--- config.mk ---
export PLATFORM = sky130hd
export DESIGN_NAME = tdm_tx_serializer
export DESIGN_NICKNAME = d
export VERILOG_FILES = /design/src/rtl/tdm_tx_pkg.sv /design/src/rtl/tdm_slot_compose.sv /design/src/rtl/tdm_frame_timer.sv /design/src/rtl/tdm_tx_shifter.sv /design/src/rtl/tdm_tx_serializer.sv
export SDC_FILE = /design/constraint.sdc
export NUM_CORES = 1
export LEC_CHECK = 0
export BUFFER_PORTS_ARGS = -buffer_cell sky130_fd_sc_hd__clkbuf_2
export CAP_MARGIN = 10
export CORE_MARGIN = 5
export CORE_UTILIZATION = 54
export DETAILED_ROUTE_END_ITERATION = 7
export GPL_TIMING_DRIVEN = 0
export MAX_ROUTING_LAYER = met4
export PLACE_DENSITY = 0.85
export SLEW_MARGIN = 20
export SYNTH_ARGS = -nofsm -noshare
export SYNTH_HDL_FRONTEND = slang
export SYNTH_HIERARCHICAL = 1
export SYNTH_SLANG_ARGS = --single-unit
--- constraint.sdc ---
create_clock -name clk -period 6.6 [get_ports clk]
set_input_delay 0.66 -clock clk [delete_from_list [all_inputs] [get_ports clk]]
set_output_delay 0.66 -clock clk [all_outputs]
set_load 0.1 [all_outputs]
--- src/rtl/tdm_tx_pkg.sv ---
package tdm_tx_pkg;

   // per-slot classification carried in the configuration map
   typedef enum logic [1:0] {
      SK_UNUSED = 2'b00,
      SK_DATA   = 2'b01,
      SK_VOICE  = 2'b10,
      SK_RSVD   = 2'b11
   } slot_kind_e;

   // filler codes: 00 low, 01 high, 1x undriven
   function automatic logic fill_level(input logic [1:0] code);
      return (code == 2'b01);
   endfunction

   function automatic logic fill_drives(input logic [1:0] code);
      return !code[1];
   endfunction

endpackage

--- src/rtl/tdm_slot_compose.sv ---
module tdm_slot_compose
   import tdm_tx_pkg::*;
#(
   parameter int SLOT_BITS = 8
) (
   input  logic [1:0]           kind_i,
   input  logic                 dfifo_empty_i,
   input  logic [SLOT_BITS-1:0] dfifo_data_i,
   input  logic                 vfifo_empty_i,
   input  logic [SLOT_BITS-2:0] vfifo_data_i,
   input  logic [1:0]           fill_i,
   input  logic                 inv_msb_i,
   input  logic [1:0]           inv_fill_i,
   output logic [SLOT_BITS-1:0] word_d_o,
   output logic [SLOT_BITS-1:0] word_oe_o,
   output logic                 take_data_o,
   output logic                 take_voice_o,
   output logic                 starve_o
);
   localparam int VB = SLOT_BITS - 1;

   logic [SLOT_BITS-1:0] pad_d, pad_oe;
   logic                 inv_d, inv_oe;

   assign pad_d  = {SLOT_BITS{fill_level(fill_i)}};
   assign pad_oe = {SLOT_BITS{fill_drives(fill_i)}};
   assign inv_d  = fill_level(inv_fill_i);
   assign inv_oe = fill_drives(inv_fill_i);

   always_comb begin
      word_d_o     = pad_d;
      word_oe_o    = pad_oe;
      take_data_o  = 1'b0;
      take_voice_o = 1'b0;
      starve_o     = 1'b0;
      unique case (slot_kind_e'(kind_i))
         SK_DATA: begin
            if (dfifo_empty_i) begin
               starve_o = 1'b1;
            end else begin
               word_d_o    = dfifo_data_i;
               word_oe_o   = '1;
               take_data_o = 1'b1;
            end
         end
         SK_VOICE: begin
            if (vfifo_empty_i) begin
               starve_o = 1'b1;
            end else begin
               take_voice_o = 1'b1;
               if (inv_msb_i) begin
                  word_d_o  = {inv_d, vfifo_data_i};
                  word_oe_o = {inv_oe, {VB{1'b1}}};
               end else begin
                  word_d_o  = {vfifo_data_i, inv_d};
                  word_oe_o = {{VB{1'b1}}, inv_oe};
               end
            end
         end
         default: ;
      endcase
   end

endmodule

--- src/rtl/tdm_frame_timer.sv ---
module tdm_frame_timer #(
   parameter int OFF_W = 8
) (
   input  logic             clk,
   input  logic             rst_n,
   input  logic             fs_i,
   input  logic [OFF_W-1:0] offset_i,
   output logic             start_o
);
   logic             busy_q;
   logic [OFF_W-1:0] cnt_q;

   assign start_o = (fs_i && (offset_i == '0))
                 || (!fs_i && busy_q && (cnt_q == OFF_W'(1)));

   always_ff @(posedge clk or negedge rst_n) begin
      if (!rst_n) begin
         busy_q <= 1'b0;
         cnt_q  <= '0;
      end else if (fs_i) begin
         busy_q <= (offset_i != '0);
         cnt_q  <= offset_i;
      end else if (busy_q) begin
         cnt_q <= cnt_q - OFF_W'(1);
         if (cnt_q == OFF_W'(1)) busy_q <= 1'b0;
      end
   end

   // a pending delay always has a nonzero count left
   p_busy_count_r2: assert property (@(posedge clk) disable iff (!rst_n)
      busy_q |-> (cnt_q != '0));

   // a frame-sync with nonzero offset leaves a pending delay
   p_resync_arms_r10: assert property (@(posedge clk) disable iff (!rst_n)
      (fs_i && offset_i != '0) |=> busy_q);

endmodule

--- src/rtl/tdm_tx_shifter.sv ---
module tdm_tx_shifter #(
   parameter int MAX_SLOTS = 32,
   parameter int SLOT_BITS = 8
) (
   input  logic                           clk,
   input  logic                           rst_n,
   input  logic                           start_i,
   input  logic [$clog2(MAX_SLOTS+1)-1:0] cfg_slots_i,
   input  logic [2*MAX_SLOTS-1:0]         cfg_map_i,
   input  logic                           fbit_en_i,
   input  logic                           fbit_val_i,
   input  logic [SLOT_BITS-1:0]           word_d_i,
   input  logic [SLOT_BITS-1:0]           word_oe_i,
   output logic                           slot_begin_o,
   output logic [1:0]                     slot_kind_o,
   output logic                           tx_d_o,
   output logic                           tx_oe_o
);
   localparam int CNT_W  = $clog2(MAX_SLOTS + 1);
   localparam int SLOT_W = $clog2(MAX_SLOTS);
   localparam int BIT_W  = $clog2(SLOT_BITS);
   localparam int SH_W   = SLOT_BITS - 1;

   logic              run_q;
   logic [SLOT_W-1:0] slot_q;
   logic [BIT_W-1:0]  bit_q;
   logic [SH_W-1:0]   sh_d_q, sh_oe_q;
   logic              tx_d_q, tx_oe_q;

   logic              eff_run, do_fbit, last_bit;
   logic [SLOT_W-1:0] eff_slot, last_slot;
   logic [BIT_W-1:0]  eff_bit;
   logic [CNT_W-1:0]  lim;

   assign lim       = (cfg_slots_i == '0) ? CNT_W'(1) : cfg_slots_i;
   assign last_slot = SLOT_W'(lim - CNT_W'(1));

   assign eff_run  = start_i | run_q;
   assign eff_slot = start_i ? '0 : slot_q;
   assign eff_bit  = start_i ? '0 : bit_q;
   assign do_fbit  = start_i & fbit_en_i;
   assign last_bit = (eff_bit == BIT_W'(SLOT_BITS - 1));

   assign slot_begin_o = eff_run && !do_fbit && (eff_bit == '0);
   assign slot_kind_o  = cfg_map_i[{eff_slot, 1'b0} +: 2];

   always_ff @(posedge clk or negedge rst_n) begin
      if (!rst_n) begin
         run_q   <= 1'b0;
         slot_q  <= '0;
         bit_q   <= '0;
         sh_d_q  <= '0;
         sh_oe_q <= '0;
         tx_d_q  <= 1'b0;
         tx_oe_q <= 1'b0;
      end else if (do_fbit) begin
         tx_d_q  <= fbit_val_i;
         tx_oe_q <= 1'b1;
         run_q   <= 1'b1;
         slot_q  <= '0;
         bit_q   <= '0;
      end else if (eff_run) begin
         if (eff_bit == '0) begin
            tx_d_q  <= word_d_i[SLOT_BITS-1];
            tx_oe_q <= word_oe_i[SLOT_BITS-1];
            sh_d_q  <= word_d_i[SH_W-1:0];
            sh_oe_q <= word_oe_i[SH_W-1:0];
         end else begin
            tx_d_q  <= sh_d_q[SH_W-1];
            tx_oe_q <= sh_oe_q[SH_W-1];
            sh_d_q  <= {sh_d_q[SH_W-2:0], 1'b0};
            sh_oe_q <= {sh_oe_q[SH_W-2:0], 1'b0};
         end
         if (last_bit) begin
            bit_q <= '0;
            if (eff_slot == last_slot) begin
               run_q <= 1'b0;
            end else begin
               run_q  <= 1'b1;
               slot_q <= eff_slot + SLOT_W'(1);
            end
         end else begin
            run_q  <= 1'b1;
            bit_q  <= eff_bit + BIT_W'(1);
            slot_q <= eff_slot;
         end
      end else begin
         tx_d_q  <= 1'b0;
         tx_oe_q <= 1'b0;
      end
   end

   assign tx_d_o  = tx_d_q;
   assign tx_oe_o = tx_oe_q;

   // the running slot index never passes the programmed frame end
   p_slot_bound_r9: assert property (@(posedge clk) disable iff (!rst_n)
      run_q |-> (slot_q <= last_slot));

   // a framing bit goes out driven with the programmed value
   p_fbit_first_r8: assert property (@(posedge clk) disable iff (!rst_n)
      do_fbit |=> (tx_oe_q && (tx_d_q == $past(fbit_val_i))));

endmodule

--- src/rtl/tdm_tx_serializer.sv ---
module tdm_tx_serializer
   import tdm_tx_pkg::*;
#(
   parameter int MAX_SLOTS  = 32,
   parameter int SLOT_BITS  = 8,
   parameter int OFF_W      = 8,
   parameter bit FS_ON_FALL = 1'b0,
   parameter bit TX_ON_FALL = 1'b0
) (
   input  logic                           clk,
   input  logic                           rst_n,
   input  logic                           fs_i,
   input  logic [$clog2(MAX_SLOTS+1)-1:0] cfg_slots,
   input  logic [2*MAX_SLOTS-1:0]         cfg_map,
   input  logic [OFF_W-1:0]               cfg_offset,
   input  logic                           cfg_fbit_en,
   input  logic                           cfg_fbit_val,
   input  logic [1:0]                     cfg_fill,
   input  logic                           cfg_inv_msb,
   input  logic [1:0]                     cfg_inv_fill,
   input  logic                           dfifo_empty,
   input  logic [SLOT_BITS-1:0]           dfifo_data,
   output logic                           dfifo_pop,
   input  logic                           vfifo_empty,
   input  logic [SLOT_BITS-2:0]           vfifo_data,
   output logic                           vfifo_pop,
   output logic                           tx_d,
   output logic                           tx_oe,
   output logic                           underflow
);
   initial begin
      assert (MAX_SLOTS >= 2) else $error("MAX_SLOTS must be at least 2");
      assert (SLOT_BITS >= 3) else $error("SLOT_BITS must be at least 3");
      assert (OFF_W >= 1)     else $error("OFF_W must be at least 1");
   end

   logic                 fs_eff, start;
   logic                 slot_begin, take_d, take_v, starve;
   logic [1:0]           kind;
   logic [SLOT_BITS-1:0] word_d, word_oe;
   logic                 sh_d, sh_oe;
   logic                 uf_q;

   // frame-sync capture edge variant
   generate
      if (FS_ON_FALL) begin : g_fs_fall
         logic fs_q;
         always_ff @(negedge clk or negedge rst_n) begin
            if (!rst_n) fs_q <= 1'b0;
            else        fs_q <= fs_i;
         end
         assign fs_eff = fs_q;
      end else begin : g_fs_rise
         assign fs_eff = fs_i;
      end
   endgenerate

   tdm_frame_timer #(.OFF_W(OFF_W)) u_timer (
      .clk      (clk),
      .rst_n    (rst_n),
      .fs_i     (fs_eff),
      .offset_i (cfg_offset),
      .start_o  (start)
   );

   tdm_tx_shifter #(.MAX_SLOTS(MAX_SLOTS), .SLOT_BITS(SLOT_BITS)) u_shift (
      .clk          (clk),
      .rst_n        (rst_n),
      .start_i      (start),
      .cfg_slots_i  (cfg_slots),
      .cfg_map_i    (cfg_map),
      .fbit_en_i    (cfg_fbit_en),
      .fbit_val_i   (cfg_fbit_val),
      .word_d_i     (word_d),
      .word_oe_i    (word_oe),
      .slot_begin_o (slot_begin),
      .slot_kind_o  (kind),
      .tx_d_o       (sh_d),
      .tx_oe_o      (sh_oe)
   );

   tdm_slot_compose #(.SLOT_BITS(SLOT_BITS)) u_compose (
      .kind_i        (kind),
      .dfifo_empty_i (dfifo_empty),
      .dfifo_data_i  (dfifo_data),
      .vfifo_empty_i (vfifo_empty),
      .vfifo_data_i  (vfifo_data),
      .fill_i        (cfg_fill),
      .inv_msb_i     (cfg_inv_msb),
      .inv_fill_i    (cfg_inv_fill),
      .word_d_o      (word_d),
      .word_oe_o     (word_oe),
      .take_data_o   (take_d),
      .take_voice_o  (take_v),
      .starve_o      (starve)
   );

   assign dfifo_pop = slot_begin & take_d;
   assign vfifo_pop = slot_begin & take_v;

   always_ff @(posedge clk or negedge rst_n) begin
      if (!rst_n)                      uf_q <= 1'b0;
      else if (slot_begin && starve)   uf_q <= 1'b1;
   end
   assign underflow = uf_q;

   // data launch edge variant
   generate
      if (TX_ON_FALL) begin : g_tx_fall
         logic d_q, oe_q;
         always_ff @(negedge clk or negedge rst_n) begin
            if (!rst_n) begin
               d_q  <= 1'b0;
               oe_q <= 1'b0;
            end else begin
               d_q  <= sh_d;
               oe_q <= sh_oe;
            end
         end
         assign tx_d  = d_q;
         assign tx_oe = oe_q;
      end else begin : g_tx_rise
         assign tx_d  = sh_d;
         assign tx_oe = sh_oe;
      end
   endgenerate

   // the data FIFO is never popped while empty
   p_dpop_nonempty_r3: assert property (@(posedge clk) disable iff (!rst_n)
      dfifo_pop |-> !dfifo_empty);

   // the voice FIFO is never popped while empty
   p_vpop_nonempty_r4: assert property (@(posedge clk) disable iff (!rst_n)
      vfifo_pop |-> !vfifo_empty);

   // at most one FIFO is consumed per slot
   p_one_pop_r6: assert property (@(posedge clk) disable iff (!rst_n)
      $onehot0({dfifo_pop, vfifo_pop}));

   // the starvation flag holds once set
   p_uf_sticky_r7: assert property (@(posedge clk) disable iff (!rst_n)
      underflow |=> underflow);

   // an undriven line carries a zero data bit
   p_hiz_quiet_r11: assert property (@(posedge clk) disable iff (!rst_n)
      !tx_oe |-> !tx_d);

endmodule

==> summary.md <==
| Metric | Value |
|---|---|
| Via count | 2,988 |
| Drt pass-1 iters | 4 |
| Vias per std cell | 5.79 |
| CP max-delay cell | or4_4 |
| WL final | 7.85 mm |
| DRC | 0 |
| CP Data Arrival Time | 4.34 ns |
| Die H | ~84 um |
| Total track usage | roughly 22% |
| CP Class | register to output pin |
| Non-Filler Instances | between 500 and 600 |
| TritonCTS Sinks | 35 |
| Post-CTS Setup Inserts | 0 |
| Yosys top cell area share | 29.5% |
| Clk_lat worst skew | 0.28 ns |
| Status | finished clean |
| Placed cell count | 508 |
| Clock tree buffer depth | 2 |
| Share of cells above drive strength 1 | 34.5% |
| Hold Crit Class | register to register |
| Post-synth EDFFs | 0 |
| First-pass GRT wire length | 13.2 mm |
| Final GP Congestion | 0.880 |
| Final Slew Violations | 0 |
| Delay-heaviest family, CP | simple AND/OR/NAND/NOR gates |
| Largest net degree at the start of global routing | 36 |
| Pint | approximately 0.58 mW |
| Max Fclk | between 200 and 250 MHz |
| Register area share after synthesis | 29.5% |
| DP HPWL | 6.44 mm |
| Unrepaired setup endpoints after global routing | no |
| Skew final | just over 0.008 ns |
| Detail-routed net length per standard cell | around 15 um |
| CTS Buf Count | 5 |
| FF+latch count, synth | 35 |
| Area of the mapped netlist | 2970 sq um |
| Antenna Nets Post-Route | 0 |
| Yosys cell types | 56 |
| Syn_area_per_cell | 9.09 sq um |
| Rows | 27 |
| Vias in the first global route | 2,903 |
| CTS clk-pin slew, worst paths | 0.07 ns |
| Post-Synthesis Net Count | 441 |
| Max IR drop VDD | roughly 0.27 mV |
| Synth area leaders | dfrtp_1 (29%), mux2i_1 (6.4%), mux4_2 (5.3%) |
| Die area | 7090 sq um |
| Post-cts hold buffer count | 0 |
| Finish-stage setup viols | 0 |
| CTS root buf | clkbuf_8 |
| Core area | between 5000 and 6000 sq um |
| Fin nets | between 500 and 600 |
| CP startpoint kind | register |
| Min-delay src | underflow |
| Initial core utilization | 54.7% |
| Gate power share | 47.0% |
| Setup TNS | 0 ns |
| Die width | 84.2 um |
| Worst setup path startpoint | u_timer/cnt_q[2] |
| Final min period | approximately 5 ns |
| Final Cycle Share | around three quarters |
| Initial antenna violation count | 0 |
| CTS tree | built |
| Worst setup EP type | output pin |
| Detailed Route Iter0 Violations | 181 |
| Critical path fanouts, max | 10 |
| Synth warn | 6 |
| Hold Fails Final Rpt | 0 |
| Leak | 1.83 nW |
| Overflow after GRT | 0 |
| Main synth FF type | dfrtp_1 |
| CP max stage delay | 0.57 ns |
| Worst Max-Slew Pin Slew | 0.844 ns |
| Synth top cells by count | dfrtp_1 (35), o21ai_0 (31), nand2_1 (30) |
| Sw frac | a little under two fifths |
| Worst path bufs/invs | 4 |
| Part of the power in the clock network | 21.0% |
| Headroom to the max-slew limit | a little over two fifths |
| Port Buf Inserts | 109 |
| Leading area contributor after synthesis | dfrtp_1 |
| R2r startpoint | u_timer/cnt_q[2] |
| Syn Inst Count | approximately 330 |
| PwrDens | ~250 nW/um^2 |
| CTS H-tree depth | 2 |
| WP data required | 5.94 ns |
| Diodes inserted | 0 |
| Ys async rst share | between 90% and 100% |
| Post-cts gate resize count | 0 |
| I/O pins | 110 |
| Max Cap Viol | 0 |
| Most numerous cell in the Yosys netlist | dfrtp_1 |
| Cell breakdown of the critical path | or4_4 -> nor4_1 -> a21o_1 -> buf_6 -> clkinv_1 -> nand2_1 -> clkbuf_1 -> a21oi_1 -> a211oi_1 -> ha_1 -> nor2b_1 -> and2_1 -> clkbuf_2 |
| P&R area growth vs syn | 25.3% |
| Sequential power share | 32.0% |
| Switch Pwr | 0.343 mW |
[layout by cell type (no fill, tap or decap), types with 12 or more instances in the layout]
master | synthesis | routed
nand2_1 | 30 | 30
o21ai_0 | 31 | 31
clkbuf_1 | 12 | 12
o221ai_1 | 16 | 16
dfrtp_1 | 35 | 35
inv_1 | 16 | 16
nor2_1 | 18 | 18
mux2i_1 | 19 | 19
a21oi_1 | 23 | 23
clkbuf_2 | 1 | 110
[final timing paths]
check                                           to  slack (ns)  depth (start not counted)
max in group asynchronous         u_timer/cnt_q[1]        5.60                          1
worst min-delay path                     underflow        0.46                          1
min in group asynchronous       u_shift/sh_oe_q[2]        0.47                          1
worst max-delay path                     dfifo_pop        1.60                         13
worst min register to register           underflow        0.46                          1
worst max register to register     u_shift/tx_oe_o        1.77                         17
[per-layer routing]
| layer | share of wire (%) | vias to the layer above | track usage [%] |
|---|---|---|---|
| met5 | 0 | - | - |
| met4 | 1.3 | 0 | 4.82 |
| met3 | 8.3 | 10 | 5.30 |
| met2 | 49 | 130 | 37.4 |
| met1 | 41 | 1378 | 27.7 |
| li1 | - | 1470 | - |
[kinds of logic after synthesis]
logic type / Yosys count / share of synthesized area, %
buffers and inverters: 42 / 6.90
flip-flops: 35 / 29.5
multiplexers: 33 / 15.4
adder cells (fa/ha/maj): 9 / 3.79
AO/OA/AOI/OAI: 110 / 25.8
XOR/XNOR: 8 / 2.36
AND/OR/NAND/NOR: 90 / 16.4
[flip-flops by register name, summed over array words and instances, names as in the netlist]
signal and cells:
u_timer/cnt_q 8, u_shift/sh_d_q 7, u_shift/sh_oe_q 7, u_shift/slot_q 5
u_shift/bit_q 3, u_shift/run_q 1, u_shift/tx_d_o 1, u_shift/tx_oe_o 1
u_timer/busy_q 1, underflow 1
[power groups by stage]
| stage | sequential (mW) | clock, mW | combinational, mW |
|---|---|---|---|
| global route | 0.302 | 0.210 | 0.483 |
| CTS | 0.296 | 0.199 | 0.435 |
| global placement | 0.296 | 0 | 0.419 |
| finish | 0.296 | 0.194 | 0.435 |
| floorplan | 0.317 | 0 | 0.304 |
| detailed placement | 0.299 | 0 | 0.433 |
[cell type report]
class | instances | area (sq um)
multi-input cells | 250 | 1890
fillers | 442 | 1710
flip-flops and latches | 35 | 876
repair buffers | 109 | 546
plain buffers | 25 | 141
well taps | 72 | 90.1
clock buffers | 6 | 82.6
inverters | 17 | 63.8
clock inverters | 2 | 35.0
[per-stage QoR]
step / hold slack, ns / area, sq um / util (%) / power [mW] / setup WS, ns
3_5_place_dp: 0.452 / 3610 / 66.3 / 0.732 / 1.73
2_1_floorplan: 0.364 / 2970 / - / 0.621 / 2.13
5_1_grt: 0.486 / 3730 / 68.5 / 0.994 / 1.13
6_report: 0.458 / 3730 / 68.5 / 0.926 / 1.60
3_3_place_gp: 0.445 / 3610 / 66.3 / 0.715 / 1.77
4_1_cts: 0.468 / 3730 / 68.5 / 0.930 / 1.58
Power figures use the tool's default switching activity.
